## src/rtl/timerPkg.sv

```systemverilog
package timerPkg;
  localparam int unsigned DATA_W = 32;

  localparam logic [5:0] OFS_CTRLA  = 6'h00;
  localparam logic [5:0] OFS_CTRLB  = 6'h04;
  localparam logic [5:0] OFS_ENABLE = 6'h0C;
  localparam logic [5:0] OFS_STATUS = 6'h10;
  localparam logic [5:0] OFS_CMD    = 6'h14;
  localparam logic [5:0] OFS_COUNT  = 6'h24;
  localparam logic [5:0] OFS_PSCL   = 6'h28;
  localparam logic [5:0] OFS_RELOAD = 6'h2C;

  // strobes from control to datapath
  typedef struct packed {
    logic clearAll;
    logic loadCnt;
    logic runEn;
  } coreCtl_t;
endpackage

```

## src/rtl/timerCore.sv

```systemverilog
module timerCore
  import timerPkg::*;
#(
  parameter int unsigned CNT_W = 16
) (
  input  logic             clk,
  input  logic             rstN,
  input  coreCtl_t         ctl,
  input  logic [CNT_W-1:0] loadVal,
  input  logic [CNT_W-1:0] pscLimit,
  input  logic [CNT_W-1:0] arrLimit,
  output logic [CNT_W-1:0] countOut,
  output logic             overflow
);
  logic [CNT_W-1:0] pscCnt;
  logic [CNT_W-1:0] cnt;
  logic pscHit, tick, atLimit;

  assign pscHit  = pscCnt >= pscLimit;
  assign tick    = ctl.runEn & pscHit;
  assign atLimit = cnt >= arrLimit;
  assign overflow = tick & atLimit & ~ctl.clearAll & ~ctl.loadCnt;
  assign countOut = cnt;

  always_ff @(posedge clk) begin
    if (!rstN) begin
      pscCnt <= '0;
      cnt    <= '0;
    end else if (ctl.clearAll) begin
      pscCnt <= '0;
      cnt    <= '0;
    end else begin
      if (ctl.runEn) pscCnt <= pscHit ? '0 : pscCnt + 1'b1;
      if (ctl.loadCnt) cnt <= loadVal;
      else if (tick) cnt <= atLimit ? '0 : cnt + 1'b1;
    end
  end

  assert_wrap_zero_R2: assert property (@(posedge clk) disable iff (!rstN)
    overflow |=> (cnt == '0));
  assert_hold_idle_R2: assert property (@(posedge clk) disable iff (!rstN)
    (!ctl.runEn && !ctl.clearAll && !ctl.loadCnt) |=> $stable(cnt));
  assert_clear_R4: assert property (@(posedge clk) disable iff (!rstN)
    ctl.clearAll |=> (cnt == '0 && pscCnt == '0));
endmodule

```

## src/rtl/timerRegs.sv

```systemverilog
module timerRegs
  import timerPkg::*;
#(
  parameter int unsigned CNT_W  = 16,
  parameter int unsigned ADDR_W = 6
) (
  input  logic              clk,
  input  logic              rstN,
  input  logic              busWr,
  input  logic [ADDR_W-1:0] busAddr,
  input  logic [DATA_W-1:0] busWdata,
  output logic [DATA_W-1:0] busRdata,
  input  logic [CNT_W-1:0]  countIn,
  input  logic              overflow,
  output coreCtl_t          ctl,
  output logic [CNT_W-1:0]  loadVal,
  output logic [CNT_W-1:0]  pscLimit,
  output logic [CNT_W-1:0]  arrLimit,
  output logic              irqOut,
  output logic              dmaReq,
  output logic              trigOut
);
  localparam int unsigned PAD_W = DATA_W - 1 - CNT_W;

  logic runBit, updOff, srcOvfOnly, oneShot, arrBuf, flagMirror;
  logic [2:0] trigSel;
  logic irqEn, dmaEn, updFlag;
  logic [CNT_W-1:0] pscPre, pscAct, arrPre, arrAct;
  logic wCtrlA, wCtrlB, wEnable, wStatus, wCmd, wCount, wPscl, wReload;
  logic ugStrobe, uev, flagEvt;

  assign wCtrlA  = busWr && (busAddr == OFS_CTRLA);
  assign wCtrlB  = busWr && (busAddr == OFS_CTRLB);
  assign wEnable = busWr && (busAddr == OFS_ENABLE);
  assign wStatus = busWr && (busAddr == OFS_STATUS);
  assign wCmd    = busWr && (busAddr == OFS_CMD);
  assign wCount  = busWr && (busAddr == OFS_COUNT);
  assign wPscl   = busWr && (busAddr == OFS_PSCL);
  assign wReload = busWr && (busAddr == OFS_RELOAD);

  assign ugStrobe = wCmd & busWdata[0];
  assign uev      = ~updOff & (overflow | ugStrobe);
  assign flagEvt  = ~updOff & (overflow | (ugStrobe & ~srcOvfOnly));

  assign ctl.clearAll = ugStrobe;
  assign ctl.loadCnt  = wCount;
  assign ctl.runEn    = runBit;
  assign loadVal  = busWdata[CNT_W-1:0];
  assign pscLimit = pscAct;
  assign arrLimit = arrAct;
  assign irqOut   = updFlag & irqEn;

  always_ff @(posedge clk) begin
    if (!rstN) begin
      runBit <= 1'b0; updOff <= 1'b0; srcOvfOnly <= 1'b0;
      oneShot <= 1'b0; arrBuf <= 1'b0; flagMirror <= 1'b0;
      trigSel <= '0; irqEn <= 1'b0; dmaEn <= 1'b0; updFlag <= 1'b0;
      pscPre <= '0; pscAct <= '0; arrPre <= '0; arrAct <= '0;
      dmaReq <= 1'b0; trigOut <= 1'b0;
    end else begin
      if (wCtrlA) begin
        runBit     <= busWdata[0];
        updOff     <= busWdata[1];
        srcOvfOnly <= busWdata[2];
        oneShot    <= busWdata[3];
        arrBuf     <= busWdata[7];
        flagMirror <= busWdata[11];
      end
      if (oneShot && uev) runBit <= 1'b0;
      if (wCtrlB) trigSel <= busWdata[6:4];
      if (wEnable) begin
        irqEn <= busWdata[0];
        dmaEn <= busWdata[8];
      end
      if (flagEvt) updFlag <= 1'b1;
      else if (wStatus) updFlag <= updFlag & busWdata[0];
      if (uev) begin
        pscAct <= pscPre;
        arrAct <= arrPre;
      end
      if (wPscl) pscPre <= busWdata[CNT_W-1:0];
      if (wReload) begin
        arrPre <= busWdata[CNT_W-1:0];
        if (!arrBuf) arrAct <= busWdata[CNT_W-1:0];
      end
      dmaReq <= flagEvt & dmaEn;
      case (trigSel)
        3'd0:    trigOut <= ugStrobe;
        3'd1:    trigOut <= runBit;
        3'd2:    trigOut <= uev;
        default: trigOut <= 1'b0;
      endcase
    end
  end

  always_comb begin
    busRdata = '0;
    case (busAddr)
      OFS_CTRLA:  busRdata = {{(DATA_W-12){1'b0}}, flagMirror, 3'b0, arrBuf,
                              3'b0, oneShot, srcOvfOnly, updOff, runBit};
      OFS_CTRLB:  busRdata = {{(DATA_W-7){1'b0}}, trigSel, 4'b0};
      OFS_ENABLE: busRdata = {{(DATA_W-9){1'b0}}, dmaEn, 7'b0, irqEn};
      OFS_STATUS: busRdata = {{(DATA_W-1){1'b0}}, updFlag};
      OFS_COUNT:  busRdata = {flagMirror & updFlag, {PAD_W{1'b0}}, countIn};
      OFS_PSCL:   busRdata = {{(DATA_W-CNT_W){1'b0}}, pscPre};
      OFS_RELOAD: busRdata = {{(DATA_W-CNT_W){1'b0}}, arrPre};
      default:    busRdata = '0;
    endcase
  end

  assert_oneshot_stop_R8: assert property (@(posedge clk) disable iff (!rstN)
    (oneShot && uev) |=> !runBit);
  assert_suppress_hold_R6: assert property (@(posedge clk) disable iff (!rstN)
    updOff |=> $stable(pscAct));
  assert_flag_set_R3: assert property (@(posedge clk) disable iff (!rstN)
    flagEvt |=> updFlag);
  assert_dma_gate_R11: assert property (@(posedge clk) disable iff (!rstN)
    dmaReq |-> $past(dmaEn));
  assert_buffer_hold_R7: assert property (@(posedge clk) disable iff (!rstN)
    (arrBuf && !uev) |=> $stable(arrAct));
endmodule

```

## src/rtl/preloadTimer.sv

```systemverilog
module preloadTimer
  import timerPkg::*;
#(
  parameter int unsigned CNT_W  = 16,
  parameter int unsigned ADDR_W = 6
) (
  input  logic              clk,
  input  logic              rstN,
  input  logic              busWr,
  input  logic [ADDR_W-1:0] busAddr,
  input  logic [31:0]       busWdata,
  output logic [31:0]       busRdata,
  output logic              irqOut,
  output logic              dmaReq,
  output logic              trigOut
);
  coreCtl_t ctl;
  logic [CNT_W-1:0] loadVal, pscLimit, arrLimit, countVal;
  logic overflow;

  timerRegs #(.CNT_W(CNT_W), .ADDR_W(ADDR_W)) u_regs (
    .clk(clk), .rstN(rstN), .busWr(busWr), .busAddr(busAddr),
    .busWdata(busWdata), .busRdata(busRdata), .countIn(countVal),
    .overflow(overflow), .ctl(ctl), .loadVal(loadVal), .pscLimit(pscLimit),
    .arrLimit(arrLimit), .irqOut(irqOut), .dmaReq(dmaReq), .trigOut(trigOut)
  );

  timerCore #(.CNT_W(CNT_W)) u_core (
    .clk(clk), .rstN(rstN), .ctl(ctl), .loadVal(loadVal),
    .pscLimit(pscLimit), .arrLimit(arrLimit), .countOut(countVal),
    .overflow(overflow)
  );
endmodule

```

## config.mk

```make
export PLATFORM = sky130hd
export DESIGN_NAME = preloadTimer
export DESIGN_NICKNAME = d
export VERILOG_FILES = /design/src/rtl/timerPkg.sv /design/src/rtl/timerCore.sv /design/src/rtl/timerRegs.sv /design/src/rtl/preloadTimer.sv
export SDC_FILE = /design/constraint.sdc
export NUM_CORES = 1
export LEC_CHECK = 0
export BUFFER_PORTS_ARGS = -buffer_cell sky130_fd_sc_hd__buf_4
export CAP_MARGIN = 10
export CORE_ASPECT_RATIO = 1.25
export CORE_MARGIN = 5
export CORE_UTILIZATION = 35
export CTS_CLUSTER_DIAMETER = 50
export CTS_CLUSTER_SIZE = 30
export DETAILED_ROUTE_END_ITERATION = 7
export PLACE_DENSITY = 0.57
export SYNTH_ARGS = -nofsm -noshare
export SYNTH_HDL_FRONTEND = slang
export SYNTH_SLANG_ARGS = --single-unit
```

## constraint.sdc

```tcl
create_clock -name clk -period 6.4 [get_ports clk]
set_clock_uncertainty 0.1 [all_clocks]
set_input_delay 0 -clock clk [delete_from_list [all_inputs] [get_ports clk]]
set_output_delay 0 -clock clk [all_outputs]
set_load 0.02 [all_outputs]
```

* Word level (Yosys, flattened, before mapping)
Cells that the tools add are included.
W data, S select, Z words.
** Word-level totals
- Register bits :: 110
- Bits in latches :: 0
- Bits in writable memories :: 0
- Memory bits (read-only) :: 0
- Input port bits :: 41
- Output and inout bits :: 35
- Logic and storage cells :: 76
- Memories kept :: 0
** Operators by class
- Add/sub/neg operators :: 2
- Multiply operators :: 0
- Div/mod/pow operators :: 0
- Magnitude comparators :: 2
- Eq/ne operators :: 9
- Shifts and indexed selects :: 0
- Muxes and demuxes :: 11
- Bitwise operators :: 19
- Reductions and logical operators :: 15
** Operator list (number)
- $pmux W32 S7 :: 1
- $mux W16 :: 7
- $add A16 B1 Y16 const B :: 2
- $ge A16 B16 Y1 :: 2
- $eq A6 B6 Y1 const B :: 3
- $and A1 B1 Y1 :: 12
- $eq A6 B5 Y1 const B :: 2
- $logic_and A1 B1 Y1 :: 9
- $eq A6 B3 Y1 const B :: 1
- $eq A6 B4 Y1 const B :: 1
- $logic_not A6 Y1 :: 1
- $not A1 Y1 :: 5
- $reduce_bool A2 Y1 :: 2
- $reduce_or A2 Y1 :: 2
- $eq A3 B1 Y1 const B :: 1
- $eq A3 B2 Y1 const B :: 1
- $logic_not A3 Y1 :: 1
- $pmux W1 S3 :: 1
- $mux W1 :: 2
- $or A1 B1 Y1 :: 2

* Depth between registers and ports, before layout
Gate-level depths: netlist of run 1.
- Depth after elaboration :: 11
- Gate-level depth with buffers :: 11
- Gate-level depth less buffers :: 9

* Hierarchy
From an unflattened synthesis of run 1, not the netlist that was laid out.
** Unflattened totals
- Cell total of the unflattened synthesis :: 798
- Area total of the unflattened synthesis :: 6334.8 sq um
** By module, submodules not included
- timerRegs :: instances 1, cells each 469, area an instance 3743.6 sq um, sequential area each 1561.5 sq um
- timerCore :: instances 1, cells each 329, area an instance 2591.2 sq um, sequential area each 640.6 sq um

* Worst setup path after synthesis of run 1
Ideal clock, no wire load.
- Path type :: register to register
- Start point :: reg u_regs.pscAct[15] (netlist: u_regs.pscLimit[15])
- End point :: reg u_regs.arrAct[5] (netlist: u_regs.arrLimit[5])
- Library setup time :: 0.133 ns
- Data arrival time :: 2.380 ns
- Data required time :: 6.167 ns
- Setup slack :: 3.787 ns
- Stages on the path, launching flop included :: 12
- Path buffers :: 2
- Period minus slack after synthesis :: 2.613 ns
- Cell sequence :: dfxtp_1 > inv_1 > ha_1 > nand4_1 > a211oi_1 > or3_1 > o31a_1 > buf_2 > a31oi_4 > buf_6 > mux2i_1 > a21oi_1
** On the way
- Longest elaborated chain between the ends :: 10
** RTL lines
- start, declared :: line timerRegs.sv:28 : logic [CNT_W-1:0] pscPre, pscAct, arrPre, arrAct;
- start signal, assigned :: line timerRegs.sv:78 : pscAct <= pscPre;
- $ge A16 B16 Y1 * :: line timerCore.sv:19 : assign pscHit = pscCnt >= pscLimit;
- $and A1 B1 Y1 * :: line timerCore.sv:20 : assign tick = ctl.runEn & pscHit;
- $and A1 B1 Y1 * (3 in series) :: line timerCore.sv:22 : assign overflow = tick & atLimit & ~ctl.clearAll & ~ctl.loadCnt;
- $or A1 B1 Y1 * :: line timerRegs.sv:42 : assign uev = ~updOff & (overflow | ugStrobe);
- $and A1 B1 Y1 * :: line timerRegs.sv:42
- $mux W16 * :: line timerRegs.sv:77 : if (uev) begin
- $mux W16 :: line timerRegs.sv:84 : if (!arrBuf) arrAct <= busWdata[CNT_W-1:0];
- $mux W16 * :: line timerRegs.sv:82 : if (wReload) begin
- end signal, assigned :: line timerRegs.sv:79 : arrAct <= arrPre;
- end signal, assigned :: line timerRegs.sv:84
- end, declared :: line timerRegs.sv:28
Every way passes the cells marked *; elsewhere a longest branch is shown, timed or not.
A chain may end at the register's enable or synchronous reset.

* Worst setup path after layout of run 1
- Start point :: reg u_regs.pscAct[15] (netlist: u_regs.pscLimit[15])
- End point :: reg u_regs.trigOut
** On the way
- Longest elaborated chain between the ends :: 8
** RTL lines
- $ge A16 B16 Y1 :: line timerCore.sv:19
- $and A1 B1 Y1 :: line timerCore.sv:20
- $and A1 B1 Y1 (3 in series) :: line timerCore.sv:22
- $or A1 B1 Y1 :: line timerRegs.sv:42
- $and A1 B1 Y1 :: line timerRegs.sv:42
- $pmux W1 S3 :: line timerRegs.sv:87 : case (trigSel)
- end signal, assigned :: line timerRegs.sv:88 : 3'd0: trigOut <= ugStrobe;
- end signal, assigned :: line timerRegs.sv:89 : 3'd1: trigOut <= runBit;
- end signal, assigned :: line timerRegs.sv:90 : 3'd2: trigOut <= uev;
- end, declared :: line timerRegs.sv:21 : output logic trigOut
Every way passes these cells.

==> results of run 1 <==
-- worst min-delay path by stage --
stage                       startpoint                end  depth (start not counted)  slack, ns
after global routing        busAddr[4]  u_regs.trigSel[1]                          4       0.05
after CTS                   busAddr[4]  u_regs.trigSel[1]                          4      0.003
after global placement    busWdata[12]  u_regs.arrPre[12]                          3       0.19
after floorplan            busWdata[8]       u_regs.dmaEn                          2       0.06
final                       busAddr[4]  u_regs.trigSel[1]                          4       0.01
after detailed placement   busWdata[9]   u_regs.arrPre[9]                          3       0.20
-- cells in the mapped netlist, drive strengths merged (9+ instances only) --
cell | number | area (um2)
a21boi | 10 | 75.07
a21oi | 30 | 150.1
a31oi | 19 | 148.9
and3 | 12 | 75.07
buf | 26 | 195.2
clkbuf | 27 | 101.4
dfxtp | 110 | 2202
ha | 34 | 425.4
inv | 40 | 150.1
mux2i | 80 | 800.8
nand2 | 51 | 191.4
nand3 | 19 | 95.09
nand4 | 10 | 68.81
nor2 | 37 | 138.9
nor2b | 49 | 306.5
o21ai | 59 | 295.3
xor2 | 9 | 78.83
-- timing repair --
item,CTS,global route
endpoints found under the hold margin,76,0
setup buffers,0,0
gates resized for setup,0,0
hold buffers,20,0
-- cell type report --
class                           count  area share [%]
Timing Repair Buffer               71           8.204
Inverter                           40           2.113
Clock inverter                      5           1.144
Tap cell                          224           3.944
Clock buffer                       11           3.415
Multi-Input combinational cell    515           50.19
Sequential cell                   110           30.99
-- registers in the layout, summed over array words and instances, names as in the netlist, 3 cells and up --
name and flops:
u_regs.arrLimit 16, u_core.countOut 16, u_regs.trigSel 3, u_regs.arrPre 16, u_regs.pscPre 16, u_regs.pscLimit 16, u_core.pscCnt 16
-- critical path, cell delays in order (launching register included) --
cell,delay [ns]
dfxtp_1,0.33
inv_1,0.05
ha_1,0.30
nand4_1,0.25
a211oi_1,0.10
or3_1,0.43
o31a_1,0.44
a31oi_4,0.19
buf_4,0.54
nor3b_1,0.12
o311a_1,0.39
-- where the power goes --
| group | switching [mW] | internal, mW |
|---|---|---|
| registers | 0.00314 | 0.686 |
| logic | 0.0581 | 0.0399 |
| clock network | 0.265 | 0.355 |
| total | 0.326 | 1.08 |
-- cells by family after synthesis --
kind of cell / after synthesis / synth area share, %
simple gates: 224 / 19.79
mux: 80 / 12.99
xor+xnor: 13 / 1.847
flops: 110 / 35.73
buf+inv: 93 / 7.247
other cells: 1 / 0.06084
compound gates: 149 / 15.43
fa+ha+maj: 34 / 6.902
-- layer usage --
metal | vias to the layer above | track usage (%) | share of wire, %
li1 | 2549 | - | -
met1 | 2344 | 19.93 | 45
met2 | 88 | 27.59 | 50
met3 | 23 | 2.450 | 3.0
met4 | 0 | 5.703 | 2.1
met5 | - | 0 | 0
-- through the flow --
stage | util (%) | std cells | worst slack, ns | hold WS, ns
floorplan | - | 718 | 3.787 | 0.05608
global placement | 37.91 | 940 | 3.063 | 0.1901
detailed placement | 37.91 | 940 | 3.008 | 0.2005
CTS | 40.93 | 976 | 2.993 | 0.002836
global route | 40.93 | 976 | 2.834 | 0.05343
finish | 40.93 | 976 | 3.034 | 0.01232
==> impl_metrics.py, run 1 <==
metrics = {
    "clocking": {
        "cts_root_buffer": "clkbuf_16",
        "clock_path_buffers": 2,
        "numCtsBuffers": 9,
        "cts_tree": "yes",
        "clk_pin_slew_worst_paths_ns": 0.08,
        "clock_latency_ns": 0.36,
        "clock-sinks": 110,
        "htreeDepth": 3,
    },
    "power": {
        "vdd_drop_max_mv": 0.1347,
        "p_per_area_mw_per_mm2": 198.0,
        "p_leak_nw": 3.023,
        "power_mw": 1.407,
    },
    "timing": {
        "fin_tns_setup_ns": 0,
        "fin_crit_sh_pct": 52.60,
        "final_max_slew_viol_count": 0,
        "fmax_ghz": 0.2971,
        "rsz0062_at_grt": "false",
        "period_needed_ns": 3.366,
        "finalHoldViolCount": 0,
        "setup_viol": 0,
        "worstMarginPinSlew_ns": 1.003,
        "slew_headroom_pct": 32.81,
    },
    "logic_synthesis": {
        "ys_types": 62,
        "syn_area_mm2": 0.006163,
        "synth_flop_cell": "dfxtp_1",
        "avgSynthCellArea_um2": 8.755,
        "synthCells": 704,
        "synth_warnings": 0,
        "synth_edf_count": 0,
        "yosysSeqAreaShare_pct": 35.73,
        "async_flop_share_pct": 0,
        "synth_seq_cells": 110,
    },
    "grt": {
        "antenna_found_initial": 0,
        "grt_pass1_vias": 4877,
        "grt_pass1_wl_mm": 25.76,
        "grt_max_degree": 81,
        "grt-ovfl-total": 0,
        "track_usage_pct": 15.90,
    },
    "critical_path": {
        "crit_arrival_ns": 3.51,
        "crit_type": "reg -> reg",
        "crit_path_start_kind": "flop",
        "timing.rr.start": "u_regs.pscLimit[15]",
        "endpoint": "u_regs.trigOut",
        "r2r_cells": 10,
        "worst-path-max-fanout": 34,
        "crit_path_start": "u_regs.pscLimit[15]",
        "required_ns": 6.54,
        "r2r_slack_ns": 3.03,
        "crit_path_end_kind": "flop",
        "r2r_end": "u_regs.trigOut",
    },
    "detailed_routing": {
        "vias_per_cell": 5.127,
        "vias": 5004,
        "dr.pass1.iters": 4,
        "post-route-drc-count": 0,
        "drtIter0Drc": 269,
        "routedWlPerCell_um": 16.33,
        "antenna_left": 0,
        "wl_mm": 15.94,
    },
    "job": {
        "cap_violations": 0,
    },
    "floorplan": {
        "num_io_pins": 76,
        "start_util_pct": 35.50,
        "fp-row-count": 54,
        "core_mm2": 0.01736,
        "die_x_um": 128.7,
        "die_area_mm2": 0.02038,
        "fp.dieH_um": 158.4,
    },
    "layout": {
        "layout_commonest_cell": "dfxtp_1",
        "nFillCells": 1779,
        "area_growth_pct": 15.31,
        "fin_area_mm2": 0.007107,
        "diodes": 0,
        "multi_input_area_mm2": 0.003567,
        "layout_common_cells": "dfxtp_1, mux2i_1, o21ai_0",
        "drive_above_1_share_pct": 10.37,
        "fin_nets": 822,
        "regArea_mm2": 0.002202,
    },
    "status": {
        "status": "completed",
    },
    "placement": {
        "place.port_buffers": 44,
        "routabilityCongestion": 0.8322,
        "placed_area_mm2": 0.006583,
        "dp_hpwl_mm": 10.91,
    },
    "worst_hold_path": {
        "hold_class": "in -> reg",
    },
}
(Power assumes the default switching activity.)
==> run 2, diff against run 1 <==
==> constraint.sdc (replaced) <==
create_clock -name clk -period 3.4 [get_ports clk]
set_clock_uncertainty 0.1 [all_clocks]
set_input_delay 0 -clock clk [delete_from_list [all_inputs] [get_ports clk]]
set_output_delay 0 -clock clk [all_outputs]
set_load 0.02 [all_outputs]
==> run 2 against run 1 <==
Against the previous run:
- register-to-register slack worse by 2.6 ns
- critical path depth shrank 2
- highest routed layer unchanged
- critical path type unchanged
- sequential power rose by 88%
- largest cell class unchanged
- via count down 0.46%
- maximum frequency is 12% higher
- global-route usage increased by 0.35 points
==> impl_metrics.py, run 2 (synthesis results as in run 1) <==
metrics = {
    "critical_path": {
        "r2r_end": "u_core.countOut[12]",
        "crit_path_start": "u_core.countOut[2]",
        "crit_chain": "ha_1, a211o_1, a31oi_1, o311ai_1, a211o_1, or2_4, or4b_1, a31oi_1",
        "timing.rr.start": "u_core.countOut[2]",
        "r2r_slack_ns": 0.40,
        "crit_arrival_ns": 3.19,
        "crit_type": "reg -> reg",
        "crit_path_max_incr_delay_ns": 0.47,
        "endpoint": "u_core.countOut[12]",
        "required_ns": 3.59,
        "crit_path_end_kind": "flop",
        "r2r_cells": 8,
        "slowest_stage": "or4b_1",
        "crit_path_start_kind": "flop",
        "worst-path-max-fanout": 14,
    },
    "timing": {
        "fmax_ghz": 0.3334,
        "final_max_slew_viol_count": 0,
        "fin_tns_setup_ns": 0,
        "period_needed_ns": 2.999,
        "fin_crit_sh_pct": 88.22,
        "setup_viol": 0,
        "rsz0062_at_grt": "false",
        "postLayoutSetupSlackWorst_ns": 0.4006,
        "worstMarginPinSlew_ns": 0.7909,
        "slew_headroom_pct": 46.87,
        "hold_ws_ns": 0.07821,
        "finalHoldViolCount": 0,
    },
    "power": {
        "p_per_area_mw_per_mm2": 362.0,
        "power_mw": 2.601,
        "p_leak_nw": 3.085,
        "vdd_drop_max_mv": 0.1970,
    },
    "detailed_routing": {
        "wl_mm": 15.97,
        "dr.pass1.iters": 5,
        "antenna_left": 0,
        "drtIter0Drc": 218,
        "vias": 4981,
        "vias_per_cell": 5.047,
        "post-route-drc-count": 0,
        "routedWlPerCell_um": 16.18,
    },
    "clocking": {
        "cts_tree": "yes",
        "clock_path_buffers": 2,
        "clock_latency_ns": 0.36,
        "clock-sinks": 110,
        "clk_pin_slew_worst_paths_ns": 0.07,
        "numCtsBuffers": 9,
        "cts_root_buffer": "clkbuf_16",
        "htreeDepth": 3,
    },
    "floorplan": {
        "die_x_um": 128.7,
        "fp-row-count": 54,
        "fp.dieH_um": 158.4,
        "start_util_pct": 35.50,
        "core_mm2": 0.01736,
        "die_area_mm2": 0.02038,
        "num_io_pins": 76,
    },
    "placement": {
        "placed_area_mm2": 0.006678,
        "dp_hpwl_mm": 11.38,
        "dp.cells": 951,
        "routabilityCongestion": 0.8405,
        "post-place-ws_ns": 0.3932,
        "place.port_buffers": 44,
    },
    "grt": {
        "antenna_found_initial": 0,
        "grt_pass1_vias": 4928,
        "track_usage_pct": 16.25,
        "grt-ovfl-total": 0,
        "grt_pass1_wl_mm": 26.09,
        "grt_max_degree": 80,
    },
    "layout": {
        "fin_area_mm2": 0.007187,
        "layout_common_cells": "dfxtp_1, mux2i_1, buf_4",
        "nFillCells": 1748,
        "layout_commonest_cell": "dfxtp_1",
        "area_growth_pct": 16.61,
        "fin_nets": 833,
        "diodes": 0,
        "drive_above_1_share_pct": 11.80,
        "finalNonFillerCells": 987,
        "final_util_pct": 41.39,
    },
    "job": {
        "cap_violations": 0,
    },
    "worst_hold_path": {
        "min_from": "busAddr[0]",
        "hold_class": "in -> reg",
    },
    "status": {
        "status": "completed",
    },
}
## run 2: critical path: cells and delay by family, from the launching register on
family                   cells  cell delay, ns
AO/OA/AOI/OAI                5            1.31
AND/OR/NAND/NOR              2            0.80
flip-flops                   1            0.43
adder cells (fa/ha/maj)      1            0.28
## run 2: layout make-up
class	count	area, um2	share of cell area (%)
Multi-Input combinational cell	515	3567	49.63
Inverter	40	150.1	2.089
Timing Repair Buffer	82	678.2	9.436
Sequential cell	110	2202	30.64
Clock buffer	11	252.7	3.517
Clock inverter	5	56.30	0.7834
Tap cell	224	280.3	3.900
## run 2: timing repair
action / 4_1_cts / 5_1_grt
hold buffers: 20 / 0
setup buffers: 0 / 0
endpoints found under the hold margin: 76 / 0
gates resized for setup: 0 / 0
## run 2: worst min-delay path by stage
stage,endpoint,slack (ns),cells after the start
after floorplan,u_regs.dmaEn,0.06,2
after global routing,u_regs.updFlag,0.10,6
final,u_regs.updFlag,0.08,6
after CTS,u_regs.updFlag,0.07,6
after detailed placement,u_regs.pscPre[13],0.20,3
after global placement,u_regs.arrPre[12],0.19,3
## run 2: where the power goes
part	total (mW)	internal, mW	switching (mW)
clock	1.11	0.612	0.500
combinational	0.191	0.0813	0.110
sequential	1.30	1.29	0.00543
## run 2: layer usage
layer  global-route usage [%]  vias up  routed length [um]
li1                         -     2558                   -
met1                    19.51     2332                6952
met2                    28.90       73                8109
met3                    1.946       18                 546
met4                    7.354        0                 358
met5                        0        -                   0
==> run 3, diff against run 2 <==
--- a/config.mk
+++ b/config.mk
@@ -13,6 +13,7 @@
 export CTS_CLUSTER_DIAMETER = 50
 export CTS_CLUSTER_SIZE = 30
 export DETAILED_ROUTE_END_ITERATION = 7
+export MAX_ROUTING_LAYER = met4
 export PLACE_DENSITY = 0.57
 export SYNTH_ARGS = -nofsm -noshare
 export SYNTH_HDL_FRONTEND = slang
==> run 3 against run 2 <==
Against the previous run:
- largest cell class unchanged
- highest routed layer unchanged
- sequential share of layout area unchanged
- critical endpoint unchanged
- hold slack improved by 0.0043 ns
- via count down 0.32%
==> impl_metrics.py, run 3 (synthesis results as in run 1) <==
metrics = {
    "grt": {
        "grt_pass1_wl_mm": 26.12,
        "grt-ovfl-total": 0,
        "antenna_found_initial": 0,
        "grt_max_degree": 80,
        "track_usage_pct": 16.78,
        "grt_pass1_vias": 4928,
    },
    "power": {
        "pwr-share-comb_pct": 7.3,
        "pwr-share-clk_pct": 42.7,
        "p_sw_mw": 0.6115,
        "vdd_drop_max_mv": 0.1970,
        "p_leak_nw": 3.085,
        "pwr-share-seq_pct": 50.0,
        "power_switching_share_pct": 23.54,
        "p_int_mw": 1.986,
        "power_mw": 2.597,
        "p_per_area_mw_per_mm2": 361.4,
    },
    "detailed_routing": {
        "wl_met3_um": 573,
        "drtIter0Drc": 228,
        "routedWlPerCell_um": 16.14,
        "top_layer_used": "met4",
        "antenna_left": 0,
        "met1_length_mm": 6.904,
        "vias": 4965,
        "wl_mm": 15.93,
        "post-route-drc-count": 0,
        "dr_wl_met2_mm": 8.096,
        "vias_per_cell": 5.030,
        "dr.pass1.iters": 4,
    },
    "timing": {
        "rsz0062_at_grt": "false",
        "fmax_ghz": 0.3317,
        "slew_headroom_pct": 46.44,
        "period_needed_ns": 3.015,
        "fin_tns_setup_ns": 0,
        "finalHoldViolCount": 0,
        "fin_crit_sh_pct": 88.67,
        "worstMarginPinSlew_ns": 0.7972,
        "final_max_slew_viol_count": 0,
        "setup_viol": 0,
    },
    "critical_path": {
        "crit_path_max_incr_delay_ns": 0.47,
        "crit_type": "reg -> reg",
        "crit_arrival_ns": 3.21,
        "crit_path_start_kind": "flop",
        "crit_path_end_kind": "flop",
        "timing.rr.start": "u_core.countOut[2]",
        "worst-path-max-fanout": 14,
        "required_ns": 3.59,
        "crit_chain": "ha_1, a211o_1, a31oi_1, o311ai_1, a211o_1, or2_4, or4b_1, a31oi_1",
        "crit_path_start": "u_core.countOut[2]",
        "slowest_stage": "or4b_1",
    },
    "clocking": {
        "ctsResizeCount": 0,
        "cts_hold_buf": 20,
        "htreeDepth": 3,
        "clock_latency_ns": 0.36,
        "cts_tree": "yes",
        "cts_setup_buffers": 0,
        "clock_path_buffers": 2,
        "numCtsBuffers": 9,
        "cts_root_buffer": "clkbuf_16",
        "clock-sinks": 110,
        "clk_pin_slew_worst_paths_ns": 0.07,
    },
    "layout": {
        "multi_input_area_mm2": 0.003567,
        "layout_common_cells": "dfxtp_1, mux2i_1, buf_4",
        "fin_nets": 833,
        "layout_commonest_cell": "dfxtp_1",
        "drive_above_1_share_pct": 11.80,
        "diodes": 0,
        "nFillCells": 1748,
        "area_growth_pct": 16.61,
        "regArea_mm2": 0.002202,
    },
    "status": {
        "status": "completed",
    },
    "floorplan": {
        "start_util_pct": 35.50,
        "num_io_pins": 76,
        "die_area_mm2": 0.02038,
        "fp-row-count": 54,
        "core_mm2": 0.01736,
        "die_x_um": 128.7,
        "fp.dieH_um": 158.4,
    },
    "job": {
        "cap_violations": 0,
    },
    "placement": {
        "routabilityCongestion": 0.8536,
        "dp_hpwl_mm": 11.38,
        "place.port_buffers": 44,
    },
    "worst_hold_path": {
        "hold_class": "in -> reg",
        "min_from": "busAddr[0]",
    },
}
==> run 3: layout make-up <==
cell class,count,share of cell area [%]
clock inverter,5,0.7834
timing repair buffer,82,9.436
sequential,110,30.64
inverter,40,2.089
multi-input combinational,515,49.63
clock buffer,11,3.517
tap,224,3.900
==> run 3: worst paths after layout <==
path / cells after the start / end / slack, ns
worst max register to register: 8 / u_core.countOut[12] / 0.39
worst min register to register: 2 / u_regs.srcOvfOnly / 0.39
worst min-delay path: 6 / u_regs.updFlag / 0.08
worst max-delay path: 8 / u_core.countOut[12] / 0.39
==> run 3: per-layer routing <==
layer,vias up,global-route usage [%]
met5,-,-
met2,88,28.88
met4,0,7.354
met3,19,1.779
met1,2299,19.80
li1,2559,-
==> run 3: critical path, delay by kind of cell (launching register included) <==
family                     cells  cell delay [ns]
and+or+nand+nor                2             0.80
AOI/OAI and AO/OA              5             1.33
DFF                            1             0.43
adders and majority gates      1             0.28
==> run 3: power groups by stage <==
stage          logic (mW)  clock network (mW)  registers, mW
6_report            0.191                1.11           1.30
5_1_grt             0.209                1.18           1.30
4_1_cts             0.192                1.14           1.30
3_5_place_dp        0.174                   0           1.33
3_3_place_gp        0.174                   0           1.33
2_1_floorplan       0.119                   0           1.33
==> run 3: metrics by stage <==
| step | std cells | setup WS, ns | utilization [%] | hold slack, ns | instance area (um2) |
|---|---|---|---|---|---|
| after floorplan | 718 | 0.7870 | - | 0.05608 | 6216 |
| after CTS | 987 | 0.3876 | 41.39 | 0.06617 | 7187 |
| after global placement | 951 | 0.4187 | 38.46 | 0.1915 | 6678 |
| final | 987 | 0.3854 | 41.39 | 0.08250 | 7187 |
| after detailed placement | 951 | 0.3932 | 38.46 | 0.2013 | 6678 |
| after global routing | 987 | 0.2347 | 41.39 | 0.1024 | 7187 |
